### config.mk
export PLATFORM = sky130hd
export DESIGN_NAME = iq_env_bit_det
export DESIGN_NICKNAME = d
export VERILOG_FILES = /design/src/rtl/iq_env_pkg.sv /design/src/rtl/iq_win_acc.sv /design/src/rtl/iq_amp_est.sv /design/src/rtl/iq_bit_decide.sv /design/src/rtl/iq_env_bit_det.sv
export SDC_FILE = /design/constraint.sdc
export NUM_CORES = 1
export LEC_CHECK = 0
export ABC_AREA = 1
export BUFFER_PORTS_ARGS = -buffer_cell sky130_fd_sc_hd__buf_2
export CORE_UTILIZATION = 40
export DETAILED_ROUTE_END_ITERATION = 16
export GPL_TIMING_DRIVEN = 0
export PLACE_DENSITY_LB_ADDON = 0.12
export SKIP_LAST_GASP = 1
export SYNTH_ARGS = -nofsm -noshare
export SYNTH_HDL_FRONTEND = slang
export SYNTH_HIERARCHICAL = 1
export SYNTH_SLANG_ARGS = --single-unit
### constraint.sdc
create_clock -name clk_i -period 5.8 [get_ports clk_i]
set_clock_uncertainty 0.05 [all_clocks]
set_input_delay 0.29 -clock clk_i [delete_from_list [all_inputs] [get_ports clk_i]]
set_output_delay 0.29 -clock clk_i [all_outputs]
set_load 0.01 [all_outputs]
### src/rtl/iq_env_pkg.sv
package iq_env_pkg;
  typedef enum logic [1:0] {
    PH_IDLE = 2'd0,
    PH_SKIP = 2'd1,
    PH_SUM  = 2'd2,
    PH_DONE = 2'd3
  } win_ph_e;
endpackage

### src/rtl/iq_win_acc.sv
module iq_win_acc
  import iq_env_pkg::*;
#(
  parameter int SAMPLE_W = 8,
  parameter int SKIP_N   = 5,
  parameter int AVG_N    = 8,
  parameter int ACC_W    = 12
) (
  input  logic                clk_i,
  input  logic                rst_ni,
  input  logic                start_i,
  input  logic                valid_i,
  input  logic [SAMPLE_W-1:0] i_i,
  input  logic [SAMPLE_W-1:0] q_i,
  output logic [ACC_W-1:0]    sum_i_o,
  output logic [ACC_W-1:0]    sum_q_o,
  output logic                last_o
);
  localparam int CNT_MAX   = (SKIP_N > AVG_N) ? SKIP_N : AVG_N;
  localparam int CNT_W     = $clog2(CNT_MAX + 1);
  localparam int SKIP_LAST = (SKIP_N > 0) ? SKIP_N - 1 : 0;
  localparam win_ph_e PH_FIRST = (SKIP_N > 0) ? PH_SKIP : PH_SUM;

  win_ph_e            ph_q, ph_b, ph_d;
  logic [CNT_W-1:0]   cnt_q, cnt_b, cnt_d;
  logic [ACC_W-1:0]   acc_i_q, acc_q_q, base_i, base_q, ext_i, ext_q;
  logic               add;

  always_comb begin
    // strobe restarts the window in the same cycle it arrives
    ph_b   = start_i ? PH_FIRST : ph_q;
    cnt_b  = start_i ? '0 : cnt_q;
    base_i = start_i ? '0 : acc_i_q;
    base_q = start_i ? '0 : acc_q_q;
    ext_i  = {{(ACC_W-SAMPLE_W){i_i[SAMPLE_W-1]}}, i_i};
    ext_q  = {{(ACC_W-SAMPLE_W){q_i[SAMPLE_W-1]}}, q_i};
    add    = valid_i && (ph_b == PH_SUM);
    sum_i_o = add ? base_i + ext_i : base_i;
    sum_q_o = add ? base_q + ext_q : base_q;
    ph_d   = ph_b;
    cnt_d  = cnt_b;
    last_o = 1'b0;
    if (valid_i) begin
      case (ph_b)
        PH_SKIP: begin
          if (cnt_b == CNT_W'(SKIP_LAST)) begin
            ph_d  = PH_SUM;
            cnt_d = '0;
          end else begin
            cnt_d = cnt_b + 1'b1;
          end
        end
        PH_SUM: begin
          if (cnt_b == CNT_W'(AVG_N - 1)) begin
            ph_d   = PH_DONE;
            cnt_d  = '0;
            last_o = 1'b1;
          end else begin
            cnt_d = cnt_b + 1'b1;
          end
        end
        default: ;
      endcase
    end
  end

  always_ff @(posedge clk_i or negedge rst_ni) begin
    if (!rst_ni) begin
      ph_q    <= PH_IDLE;
      cnt_q   <= '0;
      acc_i_q <= '0;
      acc_q_q <= '0;
    end else begin
      ph_q    <= ph_d;
      cnt_q   <= cnt_d;
      acc_i_q <= sum_i_o;
      acc_q_q <= sum_q_o;
    end
  end
endmodule

### src/rtl/iq_amp_est.sv
module iq_amp_est #(
  parameter int ACC_W = 12,
  parameter int AMP_W = 12
) (
  input  logic [ACC_W-1:0] sum_i_i,
  input  logic [ACC_W-1:0] sum_q_i,
  output logic [AMP_W-1:0] amp_o
);
  logic [ACC_W-1:0] abs_i, abs_q, mx, mn;

  always_comb begin
    abs_i = sum_i_i[ACC_W-1] ? (~sum_i_i + 1'b1) : sum_i_i;
    abs_q = sum_q_i[ACC_W-1] ? (~sum_q_i + 1'b1) : sum_q_i;
    mx    = (abs_i >= abs_q) ? abs_i : abs_q;
    mn    = (abs_i >= abs_q) ? abs_q : abs_i;
    amp_o = AMP_W'(mx) + AMP_W'(mn >> 1);
  end
endmodule

### src/rtl/iq_bit_decide.sv
module iq_bit_decide #(
  parameter int AMP_W     = 12,
  parameter int AVG_SHIFT = 3,
  parameter int THRESH    = 8
) (
  input  logic             clk_i,
  input  logic             rst_ni,
  input  logic             fire_i,
  input  logic [AMP_W-1:0] amp_i,
  input  logic             ks_en_i,
  input  logic             ks_bit_i,
  output logic             bit_o,
  output logic             done_o,
  output logic [AMP_W-1:0] amp_o
);
  logic det;

  assign det = (amp_i >> AVG_SHIFT) > AMP_W'(THRESH);

  always_ff @(posedge clk_i or negedge rst_ni) begin
    if (!rst_ni) begin
      bit_o  <= 1'b0;
      done_o <= 1'b0;
      amp_o  <= '0;
    end else begin
      done_o <= fire_i;
      if (fire_i) begin
        bit_o <= det ^ (ks_en_i & ks_bit_i);
        amp_o <= amp_i;
      end
    end
  end
endmodule

### src/rtl/iq_env_bit_det.sv
module iq_env_bit_det #(
  parameter int SAMPLE_W = 8,
  parameter int SKIP_N   = 5,
  parameter int AVG_N    = 8,
  parameter int THRESH   = 8,
  localparam int AVG_SHIFT = $clog2(AVG_N),
  localparam int ACC_W     = SAMPLE_W + AVG_SHIFT + 1,
  localparam int AMP_W     = ACC_W
) (
  input  logic                clk_i,
  input  logic                rst_ni,
  input  logic                win_start_i,
  input  logic                smp_valid_i,
  input  logic [SAMPLE_W-1:0] smp_i_i,
  input  logic [SAMPLE_W-1:0] smp_q_i,
  input  logic                ks_en_i,
  input  logic                ks_bit_i,
  output logic                bit_o,
  output logic                done_o,
  output logic [AMP_W-1:0]    amp_o
);
  logic [ACC_W-1:0] sum_i, sum_q;
  logic [AMP_W-1:0] amp;
  logic             last;

  iq_win_acc #(
    .SAMPLE_W(SAMPLE_W), .SKIP_N(SKIP_N), .AVG_N(AVG_N), .ACC_W(ACC_W)
  ) u_acc (
    .clk_i(clk_i), .rst_ni(rst_ni), .start_i(win_start_i), .valid_i(smp_valid_i),
    .i_i(smp_i_i), .q_i(smp_q_i), .sum_i_o(sum_i), .sum_q_o(sum_q), .last_o(last)
  );

  iq_amp_est #(.ACC_W(ACC_W), .AMP_W(AMP_W)) u_amp (
    .sum_i_i(sum_i), .sum_q_i(sum_q), .amp_o(amp)
  );

  iq_bit_decide #(.AMP_W(AMP_W), .AVG_SHIFT(AVG_SHIFT), .THRESH(THRESH)) u_dec (
    .clk_i(clk_i), .rst_ni(rst_ni), .fire_i(last), .amp_i(amp),
    .ks_en_i(ks_en_i), .ks_bit_i(ks_bit_i),
    .bit_o(bit_o), .done_o(done_o), .amp_o(amp_o)
  );
endmodule

==> results of run 1 <==
-- critical path, delay by kind of cell --
kind / cells / cell delay [ps]
buf+inv: 7 / 920
simple gates: 26 / 2410
fa+ha+maj: 4 / 1170
compound gates: 2 / 420
xor+xnor: 2 / 320
-- cell usage in the layout, fill, tap and decap left out, drive strengths merged, types with 4 or more instances in the layout --
cell      n
nand2   299
inv     130
nor2     80
buf      57
ha       51
nand3    50
o21ai    45
dfrtp    44
xor2     24
a21oi    20
nand4    12
clkbuf   11
xnor2     9
nand3b    5
nor3      5
o21bai    4
-- layout make-up --
| class | instances | area (sq um) | share of cell area, % |
|---|---|---|---|
| Multi-Input combinational cell | 615 | 3470 | 59.1 |
| Sequential cell | 44 | 1100 | 18.8 |
| Inverter | 132 | 508 | 8.66 |
| Timing Repair Buffer | 47 | 268 | 4.56 |
| Tap cell | 168 | 210 | 3.58 |
| Clock buffer | 6 | 139 | 2.37 |
| Buffer | 15 | 133 | 2.26 |
| Clock inverter | 2 | 38.8 | 0.661 |
-- repair_timing --
item | CTS | global route
buffers inserted | 0 | 13
gates resized for setup | 2 | 63
pin swaps | 0 | 11
endpoints found under the setup margin | 1 | 9
endpoints found under the hold margin | 0 | 0
cloned | 0 | 1
-- report_power, final --
part | internal (W) | switching (W)
registers | 0.000309 | 0.000000917
clock network | 0.000216 | 0.000125
logic | 0.0000248 | 0.0000440
-- layer usage --
| metal | share of wire, % | global-route usage [%] | vias to the layer above |
|---|---|---|---|
| met5 | 0 | 0 | - |
| met1 | 50 | 27.4 | 2313 |
| met3 | 2.9 | 2.28 | 8 |
| met4 | 1.0 | 4.76 | 0 |
| met2 | 46 | 33.4 | 83 |
| li1 | - | - | 2609 |
-- kinds of logic (layout without fill, tap and decap cells) --
logic type / Yosys count / after routing
AND/OR/NAND/NOR: 452 / 453
buffers and inverters: 147 / 202
AO/OA/AOI/OAI: 75 / 75
adder cells (fa/ha/maj): 54 / 54
flip-flops: 44 / 44
XOR/XNOR: 33 / 33
-- worst paths after layout --
check,to,from,cells after the start,slack [ps]
worst max-delay path,u_dec/bit_o,win_start_i,41,410
worst min-delay path,u_acc/acc_i_q[5],rst_ni,1,120
worst max register to register,u_dec/bit_o,u_acc/acc_q_q[0],43,450
worst min register to register,u_dec/amp_o[3],u_dec/amp_o[3],2,430
max in group asynchronous,u_acc/acc_q_q[10],rst_ni,1,4980
min in group clk_i,u_dec/bit_o,ks_bit_i,6,320
-- metrics by stage --
| step | instances | hold slack (ps) | area (sq um) | TNS [ps] | power, W |
|---|---|---|---|---|---|
| 2_1_floorplan | 805 | -55.6 | 5040 | 0 | 0.000356 |
| 3_3_place_gp | 1007 | 403 | 5420 | -280 | 0.000380 |
| 3_5_place_dp | 1007 | 408 | 5420 | -347 | 0.000381 |
| 4_1_cts | 1015 | 159 | 5610 | 0 | 0.000727 |
| 5_1_grt | 1029 | 207 | 5870 | -47.9 | 0.000752 |
| 6_report | 1029 | 115 | 5870 | 0 | 0.000720 |
-- flip-flops by register name, summed over array words and instances, names as in the netlist --
register       cells
u_acc/acc_i_q     12
u_dec/amp_o       12
u_acc/cnt_q        4
u_acc/ph_q         2
u_dec/bit_o        1
u_dec/done_o       1
u_acc/acc_q_q     12
==> flow_summary.ini, run 1 <==
[synthesis]
ys.flop_type = dfrtp_1
ys_types = 36
syn_nets = 881
synth_area_sq_um = 5040
synth_top_area_share_pct = 21.8
syn-instance-count = 805
synthMuxAreaShare_pct = 0
async_flop_share_pct = 100
synth-adder-area-share_pct = 13.9
syn_avg_cell_area_sq_um = 6.26
synth_top_family_by_area = simple AND/OR/NAND/NOR gates
ys_ff_latch = 44
synth.area.top_cells = dfrtp_1 (22%), nand2_1 (22%), ha_1 (13%), inv_1 (9.5%), nor2_1 (5.4%)
synth-xor-area-share_pct = 5.88
synth.most_common_cell = nand2_1
synth.yosys.warnings = 6
yosysTopAreaCell = dfrtp_1
yosys.area_share.simple_pct = 37.7
synth_edf_count = 0
synth_compound_area_share_pct = 8.49
yosysSeqAreaShare_pct = 21.8
netlist_top_cells_count = nand2_1 (290), inv_1 (128), nor2_1 (73), ha_1 (51), nand3_1 (46)

[grt]
grt_usage_pct = 19.9
antenna_found_initial = 0
grt_pass1_wl_microns = 20800
grt_max_degree = 45
overflow = 0
grt_pass1_vias = 4462

[critical_path]
cp_max_fo = 10
cpPeakStageDelay_ps = 380
slowest_stage = fa_2
cp_common_cell = nand2_1
crit_type = in -> reg
critPathLaunchType = input pin
crit_required_ps = 5930
cp-end-kind = flip-flop
worstPathArrival_ps = 5520

[finish]
post-route-util_pct = 48.3
nNetsFinal = 936
area.growth.synth_to_final_pct = 16.4
fillCellCount = 1307
diodes = 0
drive_gt1_share_pct = 16.7

[detailed_routing]
ant_nets = 0
drt_drc_violations_left = 0
num_vias = 5013
drt_iter0_markers = 266
wl_per_cell_microns = 12.3
first_pass_iters = 5
avgViaCountPerCell = 4.87
routed_wl_microns = 12700

[clock_network]
cts_tree = done
clk_pin_slew_ps = 70
cts_hold_buf = 0
h-tree-depth = 2
cts_max_path_buffers = 2
clock_tree.root_cell = clkbuf_16
clock_latency_ps = 280
cts_sinks = 44
numCtsBuffers = 5

[sta]
finalCriticalPeriod_ps = 5390
final.setup.worst_slack_ps = 407
setup_viol = 0
final_max_slew_viol_count = 0
worstMarginPinSlew_ps = 984
hold_viol = 0
fmax_mhz = 185
relSlewSlack_pct = 34.4
fin_crit_sh_pct = 93.0

[die]
rows = 40
die_area_sq_um = 13100
start_util_pct = 41.4
pin_count = 36
die_x_microns = 114
fp.dieH_microns = 114
core_sq_um = 12200

[place]
dp.final_hpwl_microns = 10200
place_congestion = 0.877
port-buffer-count = 34
pre_cts_slack_ps = -327

[run_status]
status = finished clean

[job]
maxCapViolCount = 0

[power]
ir_drop_mv = 0.108
leakage_nw = 3.27
power_density_nw_per_um2 = 123

[hold_path]
min_path_type = in -> async
Note: power is estimated with default switching activity, not from simulation.
==> run 2: changes to the inputs <==
clock period = 5.9 ns   (was 5.8 ns; I/O delays follow)
==> flow_summary.ini, run 2 (synthesis results as in run 1) <==
[finish]
top_regs = u_acc/acc_i_q: 12 flops, u_acc/acc_q_q: 12 flops, u_dec/amp_o: 12 flops
final_cells = 1025
drive_gt1_share_pct = 15.1
fillCellCount = 1313
diodes = 0
post-route-util_pct = 47.5
nNetsFinal = 932
area.growth.synth_to_final_pct = 14.6
final_common_cell = nand2_1
final_cell_mix = nand2_1 (286), inv_1 (124), nor2_1 (66)

[die]
start_util_pct = 41.4
pin_count = 36
core_sq_um = 12200
die_x_microns = 114
fp.dieH_microns = 114
die_area_sq_um = 13100
rows = 40

[detailed_routing]
routed_wl_microns = 12500
wl_per_cell_microns = 12.2
avgViaCountPerCell = 4.87
drt_iter0_markers = 285
drt_drc_violations_left = 0
num_vias = 4987
ant_nets = 0
first_pass_iters = 6

[clock_network]
clk_pin_slew_ps = 70
cts_hold_buf = 0
numCtsBuffers = 5
cts_tree = done
cts_sinks = 44
clock_latency_ps = 280
clock_tree.root_cell = clkbuf_16
cts_max_path_buffers = 2
h-tree-depth = 2

[grt]
grt_max_degree = 45
grt_usage_pct = 19.9
antenna_found_initial = 0
grt_pass1_vias = 4462
overflow = 0
grt_pass1_wl_microns = 20800

[critical_path]
critPathLaunchType = input pin
slowest_stage = fa_1
cp-startpoint = win_start_i
cp_common_cell = nand2_1
cp_max_fo = 10
crit_type = in -> reg
rr_startpoint = u_acc/acc_q_q[0]
reg2regPathDepth = 37
reg2reg_to = u_dec/bit_o
cp-end-kind = flip-flop
crit_path_end = u_dec/bit_o
cpPeakStageDelay_ps = 410
crit_required_ps = 6030
reg2reg_slack_ps = 470
worstPathArrival_ps = 5580

[power]
leakage_nw = 3.26
ir_drop_mv = 0.105
power_density_nw_per_um2 = 122

[sta]
fin_crit_sh_pct = 92.4
worstMarginPinSlew_ps = 985
relSlewSlack_pct = 34.3
setup_viol = 0
fmax_mhz = 183
finalCriticalPeriod_ps = 5450
whs_ps = 121
hold_viol = 0
final.setup.worst_slack_ps = 450
final_max_slew_viol_count = 0

[place]
place_congestion = 0.877
place_inst = 1007
port-buffer-count = 34
dp.final_hpwl_microns = 10200
pre_cts_slack_ps = -232

[job]
maxCapViolCount = 0

[hold_path]
min_path_type = in -> async

[run_status]
status = finished clean
run 2: worst max-delay path, delay by kind of cell:
kind	cells	cell delay [ps]
xor gates and xnor gates	3	510
AOI/OAI and AO/OA	4	690
and+or+nand+nor	18	1640
adders and majority gates	5	1490
buffers and inverters	8	930
run 2: layer usage:
metal	global-route usage, %	share of wire (%)
met3	2.28	3.2
met4	4.76	0.77
met5	0	0
met2	33.4	46
met1	27.3	50
run 2: worst min path at each step:
| stage | end | slack [ps] |
|---|---|---|
| after CTS | u_acc/acc_i_q[5] | 160 |
| after global placement | u_dec/amp_o[6] | 400 |
| after detailed placement | u_dec/amp_o[6] | 410 |
| final | u_acc/acc_i_q[5] | 120 |
| after floorplan | u_acc/acc_i_q[0] | -50 |
| after global routing | u_acc/acc_i_q[5] | 210 |
run 2: stage by stage:
stage | instance area [sq um] | power [W] | TNS (ps)
after detailed placement | 5420 | 0.000375 | -232
final | 5780 | 0.000704 | 0
after global routing | 5780 | 0.000736 | -28.3
after floorplan | 5040 | 0.000350 | 0
after CTS | 5600 | 0.000715 | 0
after global placement | 5420 | 0.000374 | -185
run 2: final cells by class:
class	count	area, sq um	share of cell area [%]
multi-input cells	614	3420	59.1
flip-flops and latches	44	1100	19.1
inverters	132	504	8.73
repair buffers	44	245	4.24
well taps	168	210	3.64
clock buffers	6	139	2.40
plain buffers	15	124	2.14
clock inverters	2	38.8	0.671
run 2: report_power, final:
part	switching [W]	internal [W]
logic	0.0000418	0.0000223
registers	0.000000884	0.000304
clock network	0.000122	0.000212
total	0.000165	0.000539
run 2: repair_timing:
action                     CTS  global route
setup buffers                0            10
setup endpoints to repair    0             7
resized for setup            0            47
==> run 3: changes to the inputs <==
CORE_UTILIZATION = 62   (was 40)
==> flow_summary.ini, run 3 (synthesis results as in run 1) <==
[run_status]
status = finished clean

[sta]
finalCriticalPeriod_ps = 5510
final_max_slew_viol_count = 0
setup_viol = 0
fin_tns_setup_ps = 0
relSlewSlack_pct = 32.0
fmax_mhz = 181
fin_crit_sh_pct = 93.4
hold_viol = 0
final.setup.worst_slack_ps = 387
worstMarginPinSlew_ps = 1020

[detailed_routing]
drt_iter0_markers = 288
wl_per_cell_microns = 12.8
routed_wl_microns = 12300
avgViaCountPerCell = 5.31
first_pass_iters = 5
num_vias = 5109
drt_drc_violations_left = 0
ant_nets = 0

[finish]
final_cells = 963
post-route-util_pct = 72.6
multi_input_comb_area_sq_um = 3450
seq_area_sq_um = 1100
nNetsFinal = 936
area.growth.synth_to_final_pct = 12.5
final_common_cell = nand2_1
fillCellCount = 671
top_regs = u_acc/acc_i_q: 12 flops, u_acc/acc_q_q: 12 flops, u_dec/amp_o: 12 flops
drive_gt1_share_pct = 15.0
final_cell_mix = nand2_1 (286), inv_1 (125), nor2_1 (68)
diodes = 0

[power]
power_w = 0.000571
p_comb_share_pct = 11.4
ir_drop_mv = 0.0829
p_int_w = 0.000410
seqPwrFrac_pct = 53.3
leakage_nw = 3.24
swShare_pct = 28.2
power_frac_clock_pct = 35.2
power_density_nw_per_um2 = 101
p_switching_w = 0.000161

[clock_network]
clk_pin_slew_ps = 100
cts_max_path_buffers = 2
cts_hold_buf = 0
clock_latency_ps = 310
h-tree-depth = 2
clock_tree.root_cell = clkbuf_8
cts_tree = done
numCtsBuffers = 5
cts_sinks = 44

[critical_path]
slowest_stage = fa_1
critPathLaunchType = flip-flop
crit_required_ps = 6050
crit_type = reg -> reg
cp-end-kind = flip-flop
cp_max_fo = 10
cpPeakStageDelay_ps = 390
worstPathArrival_ps = 5670
cp_common_cell = nand2_1

[place]
place_inst = 941
dp.final_hpwl_microns = 9730
pre_cts_slack_ps = -188
place_congestion = 0.909
port-buffer-count = 34

[grt]
antenna_found_initial = 0
grt_usage_pct = 29.9
grt_max_degree = 45
overflow = 0
grt_pass1_wl_microns = 20500
grt_pass1_vias = 4705

[die]
rows = 32
core_sq_um = 7810
die_area_sq_um = 8490
pin_count = 36
start_util_pct = 64.6
die_x_microns = 92.2
fp.dieH_microns = 92.2

[hold_path]
min_path_type = in -> async

[job]
maxCapViolCount = 0
==> run 3: cell types whose count changed in the layout (fill, tap and decap cells not counted), sizes merged <==
cell	before	now
clkinvlp	1	3
nand2	298	299
buf	55	58
bufinv	1	0
clkbuf	10	9
==> run 3: layout make-up <==
cell class | count | area share (%)
Inverter | 132 | 8.89
Clock buffer | 5 | 1.21
Sequential cell | 44 | 19.4
Buffer | 15 | 2.18
Multi-Input combinational cell | 615 | 60.9
Tap cell | 102 | 2.25
Clock inverter | 3 | 0.419
Timing Repair Buffer | 47 | 4.72
==> run 3: power groups by stage <==
stage / registers [W] / logic, W / clock network [W]
after floorplan: 0.000311 / 0.0000394 / 0
after global placement: 0.000311 / 0.0000617 / 0
after detailed placement: 0.000311 / 0.0000634 / 0
after CTS: 0.000305 / 0.0000640 / 0.000205
after global routing: 0.000305 / 0.0000744 / 0.000216
final: 0.000305 / 0.0000651 / 0.000201
==> run 3: path summary, 6_finish.rpt <==
path | from | endpoint | slack, ps | depth (start not counted)
worst max-delay path | u_acc/acc_i_q[0] | u_dec/bit_o | 390 | 43
worst min-delay path | rst_ni | u_acc/acc_i_q[3] | 110 | 1
worst max register to register | u_acc/acc_i_q[0] | u_dec/bit_o | 390 | 43
worst min register to register | u_dec/amp_o[8] | u_dec/amp_o[8] | 430 | 2
max in group asynchronous | rst_ni | u_dec/amp_o[10] | 5070 | 1
min in group clk_i | ks_bit_i | u_dec/bit_o | 320 | 6
==> run 3: critical path, delay by kind of cell (launching register included) <==
kind	cells	cell delay, ps
AO/OA/AOI/OAI	1	60
AND/OR/NAND/NOR	30	2840
adder cells (fa/ha/maj)	5	1430
buffers and inverters	6	480
XOR/XNOR	1	170
flip-flops	1	340
==> run 3: metrics by stage <==
step | hold WS, ps | area, sq um
5_1_grt | 187 | 5670
4_1_cts | 139 | 5430
6_report | 109 | 5670
2_1_floorplan | -50.6 | 5040
3_3_place_gp | 400 | 5340
3_5_place_dp | 405 | 5340
==> run 3: metal layers <==
layer  wire length (microns)  share of wire [%]  GRT usage [%]  vias up
li1                        -                  -              -     2611
met1                    5600                 45           38.8     2350
met2                    5890                 48           52.2      135
met3                     704                5.7           3.48       13
met4                     126                1.0           8.07        0
met5                       0                  0              0        -
==> run 3: what timing repair did <==
action                                  CTS  global route
gates resized for setup                   0            45
endpoints found under the setup margin    0             5
buffers inserted                          0            13
endpoints found under the hold margin     0             0
